## src/rtl/bseq_pkg.sv

```systemverilog
package bseq_pkg;
  localparam int CNT_W = 2;

  typedef enum logic {
    ORD_LINEAR     = 1'b0,
    ORD_INTERLEAVE = 1'b1
  } order_e;
endpackage

```

## src/rtl/burst_cnt.sv

```systemverilog
module burst_cnt
  import bseq_pkg::*;
(
  input  logic             clk,
  input  logic             rst,
  input  logic             load,
  input  logic             adv,
  output logic [CNT_W-1:0] cnt_q,
  output logic [CNT_W-1:0] cnt_nxt,
  output logic             first_q
);
  always_comb begin
    if (load)     cnt_nxt = '0;
    else if (adv) cnt_nxt = cnt_q + CNT_W'(1);
    else          cnt_nxt = cnt_q;
  end

  always_ff @(posedge clk) begin
    if (rst) begin
      cnt_q   <= '0;
      first_q <= 1'b0;
    end else begin
      cnt_q <= cnt_nxt;
      if (load)     first_q <= 1'b1;
      else if (adv) first_q <= 1'b0;
    end
  end

  AST_LOAD_ZERO: assert property (@(posedge clk) disable iff (rst)
    load |=> (cnt_q == '0) && first_q);
  AST_CNT_STEP: assert property (@(posedge clk) disable iff (rst)
    (!load && adv) |=> (cnt_q == $past(cnt_q) + CNT_W'(1)) && !first_q);
endmodule

```

## src/rtl/burst_lane_map.sv

```systemverilog
module burst_lane_map
  import bseq_pkg::*;
(
  input  logic [CNT_W-1:0] base_lo,
  input  logic [CNT_W-1:0] beat,
  input  logic             ord_il,
  output logic [CNT_W-1:0] lane
);
  logic [CNT_W-1:0] lane_lin;
  logic [CNT_W-1:0] lane_xor;

  assign lane_lin = base_lo + beat;
  assign lane_xor = base_lo ^ beat;

  always_comb begin
    unique case (order_e'(ord_il))
      ORD_LINEAR:     lane = lane_lin;
      ORD_INTERLEAVE: lane = lane_xor;
      default:        lane = lane_lin;
    endcase
  end
endmodule

```

## src/rtl/bseq_addr_gen.sv

```systemverilog
module bseq_addr_gen
  import bseq_pkg::*;
#(
  parameter int ADDR_W = 17
) (
  input  logic              clk,
  input  logic              rst,
  input  logic              strb_cpu,
  input  logic              strb_ctl,
  input  logic              adv,
  input  logic              ord_il,
  input  logic [ADDR_W-1:0] ext_addr,
  output logic [ADDR_W-1:0] addr_q,
  output logic              first_beat
);
  localparam int HI_W = ADDR_W - CNT_W;

  logic             load;
  logic [CNT_W-1:0] base_lo_q;
  logic [CNT_W-1:0] cnt_q;
  logic [CNT_W-1:0] cnt_nxt;
  logic [CNT_W-1:0] lane;

  // processor strobe has priority; both request the same capture
  always_comb begin
    if (strb_cpu)      load = 1'b1;
    else if (strb_ctl) load = 1'b1;
    else               load = 1'b0;
  end

  burst_cnt u_cnt (
    .clk     (clk),
    .rst     (rst),
    .load    (load),
    .adv     (adv),
    .cnt_q   (cnt_q),
    .cnt_nxt (cnt_nxt),
    .first_q (first_beat)
  );

  burst_lane_map u_map (
    .base_lo (base_lo_q),
    .beat    (cnt_nxt),
    .ord_il  (ord_il),
    .lane    (lane)
  );

  always_ff @(posedge clk) begin
    if (rst) begin
      base_lo_q <= '0;
      addr_q    <= '0;
    end else if (load) begin
      base_lo_q <= ext_addr[CNT_W-1:0];
      addr_q    <= ext_addr;
    end else if (adv) begin
      addr_q    <= {addr_q[ADDR_W-1:CNT_W], lane};
    end
  end

  AST_LOAD_ADDR: assert property (@(posedge clk) disable iff (rst)
    load |=> (addr_q == $past(ext_addr)) && first_beat);
  AST_UPPER_FIXED: assert property (@(posedge clk) disable iff (rst)
    !load |=> addr_q[ADDR_W-1:CNT_W] == $past(addr_q[ADDR_W-1:CNT_W]));
  AST_IDLE_HOLD: assert property (@(posedge clk) disable iff (rst)
    (!load && !adv) |=> $stable(addr_q) && $stable(first_beat));
  AST_LOW_TRACK: assert property (@(posedge clk) disable iff (rst)
    (cnt_q == '0) |-> (addr_q[CNT_W-1:0] == base_lo_q));

  initial begin
    AST_WIDTH_OK: assert (HI_W >= 1);
  end
endmodule

```

## config.mk

```make
export PLATFORM = sky130hd
export DESIGN_NAME = bseq_addr_gen
export DESIGN_NICKNAME = d
export VERILOG_FILES = /design/src/rtl/bseq_pkg.sv /design/src/rtl/burst_cnt.sv /design/src/rtl/burst_lane_map.sv /design/src/rtl/bseq_addr_gen.sv
export SDC_FILE = /design/constraint.sdc
export NUM_CORES = 1
export LEC_CHECK = 0
export CORE_ASPECT_RATIO = 0.7
export CORE_MARGIN = 2
export CORE_UTILIZATION = 38
export DETAILED_ROUTE_END_ITERATION = 7
export GPL_TIMING_DRIVEN = 0
export PLACE_DENSITY = 0.73
export SYNTH_ARGS = -nofsm -noshare
export SYNTH_HDL_FRONTEND = slang
export SYNTH_SLANG_ARGS = --single-unit
```

## constraint.sdc

```tcl
create_clock -name clk -period 2.6 [get_ports clk]
set_input_delay 0.78 -clock clk [delete_from_list [all_inputs] [get_ports clk]]
set_output_delay 0.78 -clock clk [all_outputs]
set_load 0.01 [all_outputs]
```

# Word-level counts from Yosys, hierarchy flattened

Cells that the tools add are included.

Register bits: 22
Output and inout bits: 18
Input bits: 23
Logic and storage cells: 19

Add/subtract/negate cells: 2
Bitwise gates (word level): 2
Muxes and demuxes: 9
Reduce and logical (&&, ||, !) cells: 1

Operators with widths:

| operator                                    | number |
|---|---|
| two-way mux 17 bit                          | 1 |
| two-way mux 2 bit                           | 3 |
| two-way mux 1 bit                           | 4 |
| case mux 2 bit (2 select lines)             | 1 |
| adder 2 x 1 -> 2 bit, second input constant | 1 |
| adder 2 bit                                 | 1 |
| nonzero test 2 bit                          | 1 |
| bitwise XOR 2 bit                           | 1 |
| NOT 1 bit                                   | 1 |

# Depth between registers and ports, before layout

Gate-level depths: netlist (run 1).

Depth after elaboration: 7
Mapped depth: 7
Gate-level depth less buffers: 6

# By module

Synthesis (run 1) repeated with hierarchy kept, for this count alone.

Cells, all modules: 103
Area total of the unflattened synthesis: 977.2 um^2

Modules (own cells, without submodules):

| module         | sequential area each (um^2) | cells each | instances | area an instance (um^2) |
|---|---|---|---|---|
| bseq_addr_gen  | 380.4                       | 86         | 1         | 813.3 |
| burst_cnt      | 60.1                        | 13         | 1         | 127.6 |
| burst_lane_map | 0.0                         | 4          | 1         | 36.3 |

# Worst setup path after synthesis (run 1)

Ideal clock, no wire load.

Path type: input -> register
From: input port strb_cpu
To: register addr_q[1]
Library setup time: 83 ps
Buffers on the path: 1
Setup slack: 472 ps
Arrival time: 2045 ps
Required time: 2517 ps
Cell stages on the path: 7
Path through: or2_1 -> clkbuf_1 -> nor2_1 -> ha_1 -> nor2b_1 -> xnor3_1 -> o221ai_1

Cells in the longest elaborated chain, start to end: 6
Elaborated cells on any way between the ends: 8
Those cells by class: 1 x add/sub; 5 x mux; 1 x bitwise; 1 x reduce/logical

Ends and longest elaborated chain:

| what                            | line                 | RTL |
|---|---|---|
| from (decl)                     | bseq_addr_gen.sv:8   | `input logic strb_cpu,` |
| two-way mux 1 bit               | bseq_addr_gen.sv:26  | `if (strb_cpu) load = 1'b1;` |
| two-way mux 2 bit               | burst_cnt.sv:13      | `if (load) cnt_nxt = '0;` |
| named net cnt_nxt[0]            | bseq_addr_gen.sv:21  | `logic [CNT_W-1:0] cnt_nxt;` |
| adder 2 bit                     | burst_lane_map.sv:12 | `assign lane_lin = base_lo + beat;` |
| case mux 2 bit (2 select lines) | burst_lane_map.sv:16 | `unique case (order_e'(ord_il))` |
| two-way mux 2 bit               | bseq_addr_gen.sv:55  | `end else if (adv) begin` |
| two-way mux 17 bit              | bseq_addr_gen.sv:52  | `end else if (load) begin` |
| to (signal assigned)            | bseq_addr_gen.sv:54  | `addr_q <= ext_addr;` |
| to (signal assigned)            | bseq_addr_gen.sv:56  | `addr_q <= {addr_q[ADDR_W-1:CNT_W], lane};` |
| to (decl)                       | bseq_addr_gen.sv:13  | `output logic [ADDR_W-1:0] addr_q,` |

The timed path passes the listed nets, and every way through them passes these cells. The select of a mux whose other input is x is not followed.
A chain may end at the register's enable or synchronous reset.

# Final worst setup path (run 1)

From: input port strb_ctl
To: register addr_q[1]

Cells in the longest elaborated chain, start to end: 7
Elaborated cells on any way between the ends: 9
Those cells by class: 1 x add/sub; 6 x mux; 1 x bitwise; 1 x reduce/logical

Ends and longest elaborated chain:

| what                            | line                 | RTL |
|---|---|---|
| from (decl)                     | bseq_addr_gen.sv:9   | `input logic strb_ctl,` |
| two-way mux 1 bit               | bseq_addr_gen.sv:27  | `else if (strb_ctl) load = 1'b1;` |
| two-way mux 1 bit               | bseq_addr_gen.sv:26  |  |
| two-way mux 2 bit               | burst_cnt.sv:13      |  |
| named net cnt_nxt[0]            | bseq_addr_gen.sv:21  |  |
| adder 2 bit                     | burst_lane_map.sv:12 |  |
| case mux 2 bit (2 select lines) | burst_lane_map.sv:16 |  |
| two-way mux 2 bit               | bseq_addr_gen.sv:55  |  |
| two-way mux 17 bit              | bseq_addr_gen.sv:52  |  |

The timed path passes the listed nets, and every way through them passes these cells. The select of a mux whose other input is x is not followed.

==> impl_metrics.ini, run 1 <==
[outcome]
run_status = finished, final reports clean

[timing]
tightest_slew_ns = 0.463
relSlewSlack_pct = 69.1
maxSlewViolCount = 0
setup_tns_ns = 0
hold_viol = 0
period_share_pct = 93.5
grt_setup_unrepaired = no
finalCriticalPeriod_ns = 2.43
max_clock_freq_mhz = 411
finalClockSkew_ns = 0.00116
worst_slack_ns = 0.169
setup_viol = 0

[floorplan]
io_pins = 41
fp.coreArea_um2 = 2100
die-area_um2 = 2570
start_util_pct = 39.4
dieHeight_um = 43.1
die-width_um = 59.8
row_count = 14

[clock_tree]
clkTransAtPathRegs_ns = 0.12
clock-sinks = 22
hold_buffers = 0
clock_path_buffers = 2
cts_setup_buffers = 0
cts_tree = built
clock_latency_ns = 0.31
cts_root_buf = clkbuf_4
cts_made_buffers = 3
cts_resized = 0
h-tree-depth = 1

[global_routing]
grt_max_degree = 13
grt_pass1_vias = 669
antenna_found_initial = 0
grt_pass1_wl_um = 2900
groute.usage.overall_pct = 15.3
gr-total-overflow = 0

[finish]
n_antenna_cell = 0
drive_gt1_share_pct = 3.50
area_delta_synth_final_pct = 56.3
nFillCells = 198
design_area_um2 = 1290
num-nets-final = 168

[placed_design]
portBuffers = 40
placed_cell_area_um2 = 1260
pre_cts_ws_ns = -0.169
dp_hpwl_um = 1460
gp_congestion = 0.659

[synth]
syn_area_um2 = 828
ys_ff_latch = 22
ys_warn_count = 0
syn_inst = 99
syn_nets = 123
synth.distinct_cells = 17
ys_seq_area_share_pct = 53.2
syn_avg_cell_area_um2 = 8.37

[critical_path]
cp_max_fo = 10
rr_worst_depth = 6
rr_startpoint = u_cnt.cnt_q[0]$_SDFF_PP0_
cp.required_ns = 2.84
path_class = in2reg
start_kind = input port
critical_path_buf_inv_count = 2
cp_cell_sequence = clkdlybuf4s50_1 -> or2_1 -> clkbuf_1 -> nor2_1 -> ha_1 -> nor2b_1 -> xnor3_1 -> o221ai_1
rr_endpoint = addr_q[1]$_SDFFE_PP0P_
max_stage_delay_ns = 0.47
crit_family = buffers and inverters
crit_path_top_delay_cell = clkdlybuf4s50_1
crit_path_end_kind = flop
reg2reg_slack_ns = 1.09
critPathArrivalTime_ns = 2.67

[detailed_routing]
drtIter0Drc = 22
num_vias = 797
drtAntennaViolNets = 0
totalWireLength_um = 1900
via_per_inst = 4.77
drc = 0
drt_pass1_iterations = 5
avgRoutedWirePerCell_um = 11.4

[min_path]
hold_path_class = reg2reg
min_path_cells = 2
hold_end = addr_q[5]$_SDFFE_PP0N_
min_from = addr_q[5]$_SDFFE_PP0N_

[pwr]
power.density_nw_per_um2 = 524
p_leak_nw = 0.508
vdd_drop_max_uv = 380

[flow_run]
drv_cap = 0
## flip-flops by register name, summed over array words and instances, names as in the netlist
register and flops:
u_cnt.first_q 1, u_cnt.cnt_q 2, base_lo_q 2, addr_q 17
## cells in the mapped netlist
| library cell | n | area, um^2 |
|---|---|---|
| nor3_1 | 2 | 10.0 |
| clkbuf_1 | 6 | 22.5 |
| mux2_2 | 1 | 11.3 |
| xor2_1 | 2 | 17.5 |
| nor2_1 | 2 | 7.51 |
| o221ai_1 | 1 | 8.76 |
| nand3b_1 | 1 | 7.51 |
| a21oi_1 | 19 | 95.1 |
| nand2b_1 | 1 | 6.26 |
| or2_1 | 1 | 6.26 |
| xnor3_1 | 1 | 22.5 |
| dfxtp_1 | 22 | 440 |
| xnor2_1 | 1 | 8.76 |
| nand2_1 | 36 | 135 |
| ha_1 | 1 | 12.5 |
| or4b_1 | 1 | 10.0 |
| nor2b_1 | 1 | 6.26 |
## worst register-to-register path, stage by stage, from the launching register on
cell,delay [ns]
dfxtp_1,0.36
xnor2_1,0.20
nor2_1,0.07
ha_1,0.18
nor2b_1,0.13
xnor3_1,0.33
o221ai_1,0.17
## cells in the final DEF (no fill, tap or decap)
cell type	count
a21oi_1	19
clkbuf_1	6
clkbuf_4	3
clkbuf_8	1
clkdlybuf4s50_1	40
dfxtp_1	22
ha_1	1
mux2_2	1
nand2_1	36
nand2b_1	1
nand3b_1	1
nor2_1	2
nor2b_1	1
nor3_1	2
o221ai_1	1
or2_1	1
or4b_1	1
xnor2_1	1
xnor3_1	1
xor2_1	2
## power by group
group | internal, mW | leakage, nW | switching (mW)
Sequential | 0.357 | 0.182 | 0.00963
Clock | 0.0855 | 0.0210 | 0.101
Combinational | 0.0761 | 0.305 | 0.0498
Total | 0.519 | 0.508 | 0.161
## cells by family after synthesis
kind of cell / count (synthesis) / share of synthesized area [%]
XOR/XNOR: 4 / 5.89
flip-flops: 22 / 53.2
multiplexers: 1 / 1.36
buffers and inverters: 6 / 2.72
AO/OA/AOI/OAI: 20 / 12.5
adder cells (fa/ha/maj): 1 / 1.51
AND/OR/NAND/NOR: 45 / 22.8
## worst max path at each step
| stage | startpoint | slack (ns) | cells after the start | to |
|---|---|---|---|---|
| floorplan | strb_cpu | 0.47 | 7 | addr_q[1]$_SDFFE_PP0P_ |
| detailed placement | strb_cpu | -0.17 | 8 | addr_q[1]$_SDFFE_PP0P_ |
| global route | strb_ctl | 0.03 | 8 | addr_q[1]$_SDFFE_PP0P_ |
| CTS | strb_cpu | 0.16 | 8 | addr_q[1]$_SDFFE_PP0P_ |
| finish | strb_ctl | 0.17 | 8 | addr_q[1]$_SDFFE_PP0P_ |
| global placement | strb_cpu | -0.13 | 8 | addr_q[1]$_SDFFE_PP0P_ |
## through the flow
| step | hold slack (ns) | total power, mW | util, % | instances |
|---|---|---|---|---|
| 4_1_cts | 0.459 | 0.686 | 61.6 | 167 |
| 6_report | 0.454 | 0.679 | 61.6 | 167 |
| 5_1_grt | 0.477 | 0.710 | 61.6 | 167 |
| 3_3_place_gp | 0.437 | 0.498 | 59.9 | 163 |
| 3_5_place_dp | 0.444 | 0.502 | 59.9 | 163 |
| 2_1_floorplan | 0.436 | 0.422 | - | 99 |
## area by class of cell
| type | count | area [um^2] | share of cell area (%) |
|---|---|---|---|
| flip-flops and latches | 22 | 440 | 34.0 |
| repair buffers | 40 | 400 | 30.9 |
| multi-input cells | 71 | 365 | 28.2 |
| clock buffers | 4 | 36.3 | 2.80 |
| well taps | 24 | 30.0 | 2.32 |
| plain buffers | 6 | 22.5 | 1.74 |
## metal layers
metal / share of wire (%) / routed length, um / global-route usage, %
met4: 0 / 0 / 4.00
met3: 4.6 / 88 / 6.71
met1: 47 / 894 / 19.3
met2: 48 / 915 / 23.7
met5: 0 / 0 / 0
Note: power is estimated with default switching activity, not from simulation.
==> run 2, diff against run 1 <==
Settings changed: SLEW_MARGIN set to 40.
==> results of run 2 <==
Final layout, timing and power as in run 1 (identical DEF).
